$ cat config.mk
export PLATFORM = sky130hd
export DESIGN_NAME = xirq_ctrl
export DESIGN_NICKNAME = d
export VERILOG_FILES = /design/src/rtl/xirq_ctrl.sv
export SDC_FILE = /design/constraint.sdc
export NUM_CORES = 1
export LEC_CHECK = 0
export BUFFER_PORTS_ARGS = -buffer_cell sky130_fd_sc_hd__buf_2
export CAP_MARGIN = 20
export CORE_AREA = 2 2 51 53
export DETAILED_ROUTE_END_ITERATION = 8
export DIE_AREA = 0 0 53 55
export PLACE_DENSITY = 0.81
export SYNTH_ARGS = -nofsm -noshare
export SYNTH_HDL_FRONTEND = slang
export SYNTH_SLANG_ARGS = --single-unit
$ cat constraint.sdc
create_clock -name clk -period 2.1 [get_ports clk]
set_input_delay 0.42 -clock clk [delete_from_list [all_inputs] [get_ports clk]]
set_output_delay 0.42 -clock clk [all_outputs]
set_load 0.01 [all_outputs]
$ cat src/rtl/xirq_ctrl.sv
module xirq_ctrl #(
  parameter int              VEC_W    = 7,
  parameter int              ADDR_W   = 16,
  parameter logic [ADDR_W-1:0] RST_ADDR = 16'h0200,
  parameter logic [VEC_W-1:0]  VEC_A    = 7'h02,
  parameter logic [VEC_W-1:0]  VEC_B    = 7'h03
) (
  input  logic              clk,
  input  logic              rst_n,
  input  logic              reg_we,
  input  logic [15:0]       reg_wdata,
  output logic [15:0]       reg_rdata,
  input  logic              pin_a_n,
  input  logic              pin_b_n,
  input  logic              lp_stop,
  input  logic              lp_wait,
  input  logic              ack_valid,
  input  logic [VEC_W-1:0]  ack_vec,
  output logic              irq_a_req,
  output logic              irq_b_req,
  output logic              rvec_valid,
  output logic [ADDR_W-1:0] rvec_addr
);

  localparam int NPIN = 2;

  logic [NPIN-1:0]  s1, s2, s3, pend, edge_sel, eff, fall, hit, req;
  logic             dis;
  logic [VEC_W-1:0] vec_q;
  logic [1:0]       rcnt;
  logic             lowp;

  assign lowp = lp_stop | lp_wait;
  assign eff  = edge_sel & {NPIN{~lowp}};
  assign fall = s3 & ~s2;
  assign hit  = {ack_valid && (ack_vec == VEC_B), ack_valid && (ack_vec == VEC_A)};

  always_ff @(posedge clk or negedge rst_n) begin
    if (!rst_n) begin
      s1 <= '1;
      s2 <= '1;
      s3 <= '1;
    end else begin
      s1 <= {pin_b_n, pin_a_n};
      s2 <= s1;
      s3 <= s2;
    end
  end

  always_ff @(posedge clk or negedge rst_n) begin
    if (!rst_n) pend <= '0;
    else        pend <= (pend & ~hit) | (fall & eff);
  end

  always_ff @(posedge clk or negedge rst_n) begin
    if (!rst_n) begin
      dis      <= 1'b0;
      edge_sel <= '0;
    end else if (reg_we) begin
      dis      <= reg_wdata[5];
      edge_sel <= reg_wdata[1:0];
    end
  end

  always_ff @(posedge clk or negedge rst_n) begin
    if (!rst_n)         vec_q <= '0;
    else if (ack_valid) vec_q <= ack_vec;
  end

  always_ff @(posedge clk or negedge rst_n) begin
    if (!rst_n)            rcnt <= 2'd0;
    else if (rcnt != 2'd2) rcnt <= rcnt + 2'd1;
  end

  assign req        = {NPIN{~dis}} & ((eff & pend) | (~eff & ~s2));
  assign irq_a_req  = req[0];
  assign irq_b_req  = req[1];
  assign rvec_valid = (rcnt != 2'd2);
  assign rvec_addr  = rvec_valid ? RST_ADDR : '0;
  assign reg_rdata  = {3'b000, vec_q, dis, 1'b1, s2[1], s2[0], edge_sel[1], edge_sel[0]};

endmodule


==> results of run 1 <==
## critical path, cell delays in order (launching register included)
cell and delay, ns:
dfrtp_1 0.37, or3b_1 0.39, a211oi_1 0.25, buf_2 0.17
## per-stage QoR
step	cells	instance area, um^2	hold slack [ns]	setup WS [ns]	power (mW)
after floorplan	93	1020	0.124	0.482	0.536
after global placement	134	1060	0.346	0.339	0.560
after detailed placement	134	1060	0.350	0.341	0.567
after CTS	138	1090	0.0572	0.195	0.775
after global routing	138	1090	0.0655	0.123	0.812
final	138	1090	0.0543	0.218	0.763
## kinds of logic after synthesis
group,Yosys count
other,2
multiplexers,10
XOR/XNOR,1
AO/OA/AOI/OAI,6
AND/OR/NAND/NOR,12
flip-flops,20
adder cells (fa/ha/maj),1
buffers and inverters,24
## per-layer routing
layer | vias to the layer above | wire length (um) | track usage [%]
li1 | 277 | - | -
met2 | 33 | 765 | 20.0
met3 | 2 | 147 | 3.49
met5 | - | 0 | 0
met1 | 266 | 502 | 10.7
met4 | 0 | 12 | 5.13
## how the worst max path moves through the flow
| stage | from | endpoint | slack (ns) | depth (start not counted) |
|---|---|---|---|---|
| after floorplan | lp_wait | irq_a_req | 0.48 | 2 |
| after global placement | lp_wait | irq_a_req | 0.34 | 4 |
| after detailed placement | lp_wait | irq_a_req | 0.34 | 4 |
| after CTS | edge_sel[0]$_DFFE_PN0P_ | irq_a_req | 0.20 | 3 |
| after global routing | edge_sel[1]$_DFFE_PN0P_ | irq_b_req | 0.12 | 3 |
| final | edge_sel[0]$_DFFE_PN0P_ | irq_a_req | 0.22 | 3 |
## area by class of cell
class / instances / area, um^2
Clock buffer: 4 / 36.3
Fill cell: 222 / 1270
Inverter: 2 / 7.51
Multi-Input combinational cell: 49 / 338
Sequential cell: 20 / 508
Tap cell: 30 / 37.5
Timing Repair Buffer: 33 / 165
## flip-flops by register name, summed over array words and instances (netlist names)
name,flops
pend,2
rcnt,2
vec_q,7
s1,2
edge_sel,2
s2,2
dis,1
s3,2
## report_power, final
group	switching [mW]	total (mW)	internal, mW
Combinational	0.0655	0.121	0.0552
Sequential	0.0159	0.435	0.420
Clock	0.102	0.207	0.105
## layout by cell type (no fill, tap or decap), drive strengths merged, types with 2 or more instances in the layout
| master | count |
|---|---|
| a211oi | 2 |
| a21o | 2 |
| buf | 33 |
| clkbuf | 4 |
| conb | 19 |
| dfrtp | 14 |
| dfstp | 6 |
| inv | 2 |
| mux2 | 10 |
| nand2 | 2 |
| nor2 | 3 |
| o21ai | 2 |
| or3b | 2 |
==> impl_metrics.tcl, run 1 <==
set metrics [dict create \
    post_drt_wl_per_cell_um 10.3 \
    numPortBuffers 33 \
    place_hpwl_mm 1.24 \
    synth_top_family_by_area "buffers and inverters" \
    hold_violations 0 \
    area_delta_synth_final_pct 14.4 \
    yosysWarningCount 0 \
    fin_setup_tns_ns 0 \
    core-area_um2 2360 \
    power_density_nw_per_um2 699 \
    vias 578 \
    critical_path.max_fanout 3 \
    yosys.area_share.simple_pct 9.70 \
    synth-seq-cells 20 \
    skew_ns 0.00312 \
    cp.required_ns 1.68 \
    r2r-end "pend[0]$_DFF_PN0_" \
    drt-total-wl_mm 1.43 \
    end_kind "primary output" \
    antennaDiodeCount 0 \
    synthTopCellsByCount "buf_4 (22), dfrtp_1 (14), mux2_2 (10)" \
    cts_tree "yes" \
    pin_count 66 \
    grt_first_pass_wirelength_mm 2.17 \
    die_height_um 55 \
    drtAntennaViolNets 0 \
    globalplace.congestion 0.641 \
    postCtsSetupRepairBufs 0 \
    cts_buffers 3 \
    outcome "finished clean" \
    rsz0062_at_grt "no" \
    critPathKind "reg -> out" \
    muxShareOfSynthArea_pct 11.8 \
    max_clock_freq_mhz 531 \
    synth.largest_area_cell "dfrtp_1" \
    hp-class "in -> async" \
    grt_max_degree 21 \
    ctsHoldBuffers 0 \
    drc 0 \
    syn_area_per_cell_um2 12.6 \
    period_minus_slack_ns 1.88 \
    synth_most_common_cell "buf_4" \
    yosys.area_share.adder_pct 1.31 \
    synth_compound_area_share_pct 4.19 \
    peakVddDrop_v 0.000515 \
    ys_seq_area_share_pct 53.2 \
    reg2reg_depth 3 \
    synth_area_um2 955 \
    drv_slew 0 \
    fin_util_pct 46.2 \
    cap_viol_max_count 0 \
    cts.htree.levels 1 \
    setup-violations-final 0 \
    die_area_um2 2920 \
    antenna_found_initial 0 \
    clock-root-buffer "clkbuf_4" \
    dr.first_iter.drc_count 1 \
    avgViaCountPerCell 4.19 \
    synthFlopType "dfrtp_1" \
    numClockSinks 20 \
    period_share_pct 89.6 \
    final_nets 141 \
    grt_pass1_vias 514 \
    synth_cells 76 \
    drtPass1Iterations 2 \
    grt.total_usage_pct 10.7 \
    die_x_um 53 \
    clk_latency_ns 0.28 \
    cts.path.max_buffers 2 \
    grt_overflow 0 \
    async_reset_ff_share_pct 100 \
    rrSetupSlack_ns 0.99 \
    synth.top_cell.area_share_pct 36.7 \
    ys_top_cells_by_area "dfrtp_1 (37%), buf_4 (17%), dfstp_2 (17%)" \
    drive_gt1_share_pct 51.9 \
    worstReg2RegStart "edge_sel[0]$_DFFE_PN0P_" \
    rows 18 \
    startpoint_type "flip-flop" \
    power.leakage_nw 0.545 \
    synth_cell_types 20 \
    clkTransAtPathRegs_ns 0.10 \
    synth-xor-area-share_pct 0.917 \
    cts_resized 0 \
    cp_data_arrival_time_ns 1.46 \
    initial_core_util_pct 40.4 \
    synth_edf_count 0 \
]
(Power assumes the default switching activity.)
==> inputs of run 2 (changes only) <==
- CORE_AREA: 2 2 51 53 -> 2 2 55 57
- DIE_AREA: 0 0 53 55 -> 0 0 57 59
- PLACE_DENSITY: 0.81 -> 0.74
- clock period: 2.1 -> 1.7 ns (I/O delays scaled with it)
==> run 2 against run 1 <==
Against the previous run: the run now ends with negative setup slack left; global-route usage fell by 1.1 points; combinational power up 36%; final cell count grew 3.6%; non-clock buffer count grew 4; sequential share of layout area is 1.5 points lower; clock skew decreased by 0.0025 ns; worst setup slack lost 0.25 ns; sequential power grew 24%; register-to-register slack worse by 0.50 ns; hold slack improved by 0.082 ns; via count rose by 3.6%; first-iteration DRC count grew to 9.0 times the previous value; critical endpoint is now irq_b_req; largest power group unchanged.
==> impl_metrics.tcl, run 2 (synthesis results as in run 1) <==
set metrics [dict create \
    grt_first_pass_wirelength_mm 2.46 \
    critPathMaxStageDelay_ns 0.40 \
    place_hpwl_mm 1.26 \
    die_x_um 57 \
    core-area_um2 2710 \
    max_clock_freq_mhz 578 \
    antennaDiodeCount 0 \
    nFillCells 259 \
    initial_core_util_pct 35.2 \
    top_register "vec_q" \
    worstPathCellList "or3b_4 -> a211oi_2 -> buf_2" \
    dr.first_iter.drc_count 9 \
    grt_overflow 0 \
    peakVddDrop_v 0.000499 \
    clock-root-buffer "clkbuf_4" \
    setup-violations-final 2 \
    critPathKind "reg -> out" \
    grt.met2_usage_pct 17.1 \
    dp_cells 135 \
    preCtsSetupSlack_ns 0.0414 \
    rsz0062_at_grt "yes" \
    path_depth 3 \
    grt_pass1_vias 559 \
    vias 599 \
    cp.required_ns 1.36 \
    clkTransAtPathRegs_ns 0.10 \
    grt_use_met1_pct 10.8 \
    cap_viol_max_count 0 \
    numClockSinks 20 \
    slowest_stage "or3b_4" \
    cts_tree "yes" \
    reg2reg_depth 4 \
    outcome "finished, violations left" \
    final_nets 145 \
    grt_max_degree 21 \
    critical_path.max_fanout 3 \
    skew_ns 0.000649 \
    drv_slew 0 \
    stdcell_count 143 \
    grt.total_usage_pct 9.56 \
    grt_most_used_layer "met2" \
    drtAntennaViolNets 0 \
    cts.path.max_buffers 2 \
    worst_slack_ns -0.0295 \
    power_density_nw_per_um2 820 \
    pin_count 66 \
    crit_family "simple AND/OR/NAND/NOR gates" \
    hp-class "in -> reg" \
    post_drt_wl_per_cell_um 10.6 \
    cp_data_arrival_time_ns 1.39 \
    drt-total-wl_mm 1.52 \
    cts.htree.levels 1 \
    rows 19 \
    final_common_cell "buf_2" \
    largest_reg_flops 7 \
    power.leakage_nw 0.560 \
    startpoint_type "flip-flop" \
    period_minus_slack_ns 1.73 \
    drive_gt1_share_pct 54.5 \
    use_met3_pct 1.97 \
    cts_buffers 3 \
    numPortBuffers 33 \
    globalplace.congestion 0.640 \
    final_cell_mix "buf_2 (33), conb_1 (19), dfrtp_1 (14)" \
    avgViaCountPerCell 4.19 \
    clk_latency_ns 0.29 \
    antenna_found_initial 0 \
    period_share_pct 102 \
    die_area_um2 3360 \
    critPathBufInv 1 \
    violations "negative setup slack" \
    die_height_um 59 \
    end_kind "primary output" \
    area_delta_synth_final_pct 18.2 \
    drc 0 \
    hold_violations 0 \
    hold_path_depth 1 \
    drtPass1Iterations 4 \
]
-- run 2: changes by cell type in the layout (fill, tap and decap cells not counted) --
cell           change
a211oi_1           -2
clkbuf_1           +1
or3b_4             +1
a211oi_2           +2
or3b_1             -1
clkbuf_8           -1
dlygate4sd3_1      +1
buf_4              +3
-- run 2: final timing paths --
check	startpoint	end	slack (ns)
setup / recovery	edge_sel[1]$_DFFE_PN0P_	irq_b_req	-0.03
hold / removal	pin_a_n	s1[0]$_DFF_PN1_	0.14
setup reg to reg	edge_sel[1]$_DFFE_PN0P_	pend[1]$_DFF_PN0_	0.49
hold reg to reg	s1[1]$_DFF_PN1_	s2[1]$_DFF_PN1_	0.36
max in group asynchronous	rst_n	s1[0]$_DFF_PN1_	0.86
min in group asynchronous	rst_n	edge_sel[1]$_DFFE_PN0P_	0.51
-- run 2: area by class of cell --
cell class | count | area (um^2) | area share (%)
well taps | 31 | 38.8 | 3.44
multi-input cells | 49 | 350 | 31.0
repair buffers | 37 | 198 | 17.5
flip-flops and latches | 20 | 508 | 45.0
clock buffers | 4 | 26.3 | 2.33
inverters | 2 | 7.51 | 0.665
-- run 2: what timing repair did --
item                                    4_1_cts  5_1_grt
resized for setup                             3        0
hold buffers                                  1        0
pin swaps                                     2        0
buffers inserted                              3        0
hold endpoints to repair                     14        0
endpoints found under the setup margin        2        2
gates cloned                                  0        0
-- run 2: through the flow --
step | area, um^2 | total power [mW] | hold WS, ns | util [%] | setup TNS (ns)
after floorplan | 1020 | 0.662 | 0.0444 | - | 0
after global placement | 1060 | 0.692 | 0.299 | 39.0 | 0
after detailed placement | 1060 | 0.700 | 0.305 | 39.0 | 0
after CTS | 1130 | 0.942 | 0.125 | 41.6 | -0.103
after global routing | 1130 | 0.979 | 0.113 | 41.6 | -0.204
final | 1130 | 0.926 | 0.136 | 41.6 | -0.0581
-- run 2: report_power, final --
part           switching, mW  internal (mW)
clock network          0.132         0.0912
registers             0.0197          0.518
logic                 0.0852         0.0794
-- run 2: routing by layer --
metal  share of wire (%)  wire length (um)
met5                   0                 0
met2                  57               871
met3                 7.2               109
met4                0.33                 5
met1                  35               533
==> inputs of run 3 (changes only) <==
- CORE_AREA: 2 2 55 57 -> 2 2 76 42
- DIE_AREA: 0 0 57 59 -> 0 0 78 44
==> run 3 against run 2 <==
Against the previous run: the flow now finishes without violations; clock skew barely moved; hold slack got worse by 0.12 ns; total power rose by 9.9%; via count rose by 0.50%; final cell count rose by 6.3%; core utilization fell by 0.39 points; fmax rose by 3.9%; critical path type unchanged; largest cell class unchanged.
==> impl_metrics.tcl, run 3 (synthesis results as in run 1) <==
set metrics [dict create \
    outcome "finished clean" \
    worst_slack_ns 0.0351 \
    final_nets 145 \
    grt.total_usage_pct 10.7 \
    drc 0 \
    preCtsSetupSlack_ns 0.104 \
    grt_pass1_vias 599 \
    register_area_um2 508 \
    power_density_nw_per_um2 880 \
    drtAntennaViolNets 0 \
    worstPathCellList "or3b_4 -> a211oi_2 -> buf_2" \
    nFillCells 284 \
    place_hpwl_mm 1.29 \
    final_cell_mix "buf_2 (33), conb_1 (19), dfrtp_1 (14)" \
    critPathMaxStageDelay_ns 0.39 \
    drv_slew 0 \
    hp-class "in -> async" \
    cap_viol_max_count 0 \
    drtPass1Iterations 3 \
    antenna_found_initial 0 \
    area_delta_synth_final_pct 21.1 \
    final_common_cell "buf_2" \
    clkTransAtPathRegs_ns 0.07 \
    cts.htree.levels 1 \
    period_share_pct 97.9 \
    clk_latency_ns 0.25 \
    slowest_stage "or3b_4" \
    peakVddDrop_v 0.000340 \
    skew_ns 0.000906 \
    drt-total-wl_mm 1.64 \
    pin_count 66 \
    clock-root-buffer "clkbuf_8" \
    globalplace.congestion 0.631 \
    cp.required_ns 1.36 \
    rrSetupSlack_ns 0.50 \
    die_area_um2 3430 \
    grt_overflow 0 \
    vias 602 \
    worstReg2RegStart "edge_sel[1]$_DFFE_PN0P_" \
    stdcell_count 152 \
    dp_cells 144 \
    grt_max_degree 21 \
    dr.first_iter.drc_count 22 \
    period_minus_slack_ns 1.66 \
    initial_core_util_pct 34.1 \
    largest_reg_flops 7 \
    core-area_um2 2800 \
    cp_data_arrival_time_ns 1.32 \
    startpoint_type "flip-flop" \
    drive_gt1_share_pct 55.4 \
    top_register "vec_q" \
    power.leakage_nw 0.568 \
    critical_path.max_fanout 3 \
    grt_first_pass_wirelength_mm 2.73 \
    avgViaCountPerCell 3.96 \
    cts_tree "yes" \
    post_drt_wl_per_cell_um 10.8 \
    max_clock_freq_mhz 601 \
    die_x_um 78 \
    setup-violations-final 0 \
    end_kind "primary output" \
    cts_buffers 3 \
    numPortBuffers 33 \
    critPathKind "reg -> out" \
    reg2reg_depth 4 \
    rsz0062_at_grt "yes" \
    hold_violations 0 \
    rows 14 \
    cts.path.max_buffers 2 \
    numClockSinks 20 \
    antennaDiodeCount 0 \
    r2r-end "pend[1]$_DFF_PN0_" \
    die_height_um 44 \
    multi_input_area_um2 350 \
]
[run 3: cell types whose count changed in the layout (fill, tap and decap cells not counted), sizes merged]
| cell | change |
|---|---|
| buf | +1 |
| dlygate4sd3 | -1 |
[run 3: worst max-delay path by stage]
stage	startpoint	to	slack [ns]	cells after the start
6_report	edge_sel[1]$_DFFE_PN0P_	irq_b_req	0.04	3
5_1_grt	edge_sel[1]$_DFFE_PN0P_	irq_b_req	-0.06	3
4_1_cts	edge_sel[0]$_DFFE_PN0P_	irq_a_req	0.004	3
3_5_place_dp	lp_wait	irq_a_req	0.10	4
3_3_place_gp	lp_wait	irq_a_req	0.09	4
2_1_floorplan	edge_sel[1]$_DFFE_PN0P_	irq_b_req	0.20	2
[run 3: stage by stage]
| stage | cell area [um^2] | TNS, ns | utilization, % | power [mW] | hold slack (ns) |
|---|---|---|---|---|---|
| 6_report | 1160 | 0 | 41.3 | 1.02 | 0.0168 |
| 5_1_grt | 1160 | -0.0793 | 41.3 | 1.08 | 0.0424 |
| 4_1_cts | 1150 | 0 | 41.0 | 1.03 | 0.0261 |
| 3_5_place_dp | 1070 | 0 | 38.1 | 0.699 | 0.304 |
| 3_3_place_gp | 1070 | 0 | 38.1 | 0.693 | 0.300 |
| 2_1_floorplan | 1020 | 0 | - | 0.662 | 0.0444 |
[run 3: layout make-up]
class	instances	share of cell area [%]
Multi-Input combinational cell	49	30.3
Sequential cell	20	43.9
Inverter	2	0.649
Timing Repair Buffer	37	16.9
Clock buffer	4	3.90
Tap cell	40	4.33
[run 3: worst max-delay path: cells and delay by family, from the launching register on]
kind | cells | cell delay [ns]
AOI/OAI and AO/OA | 1 | 0.18
buffers and inverters | 1 | 0.15
DFF | 1 | 0.35
and+or+nand+nor | 1 | 0.39
[run 3: timing repair]
item,in CTS,in global routing
gates resized for setup,3,0
hold buffers,0,0
pin swaps,1,1
setup endpoints to repair,2,2
cloned,0,0
buffers inserted,3,1
[run 3: routing by layer]
layer | vias up | global-route usage [%] | share of wire (%)
met5 | - | 0 | 0
met3 | 0 | 5.00 | 9.6
met1 | 285 | 11.7 | 40
li1 | 286 | - | -
met4 | 0 | 1.05 | 0
met2 | 31 | 20.0 | 51
[run 3: where the power goes]
part	leakage (nW)	internal, mW	switching, mW
sequential	0.222	0.519	0.0216
clock	0.0228	0.167	0.145
combinational	0.323	0.0806	0.0844
total	0.568	0.766	0.251
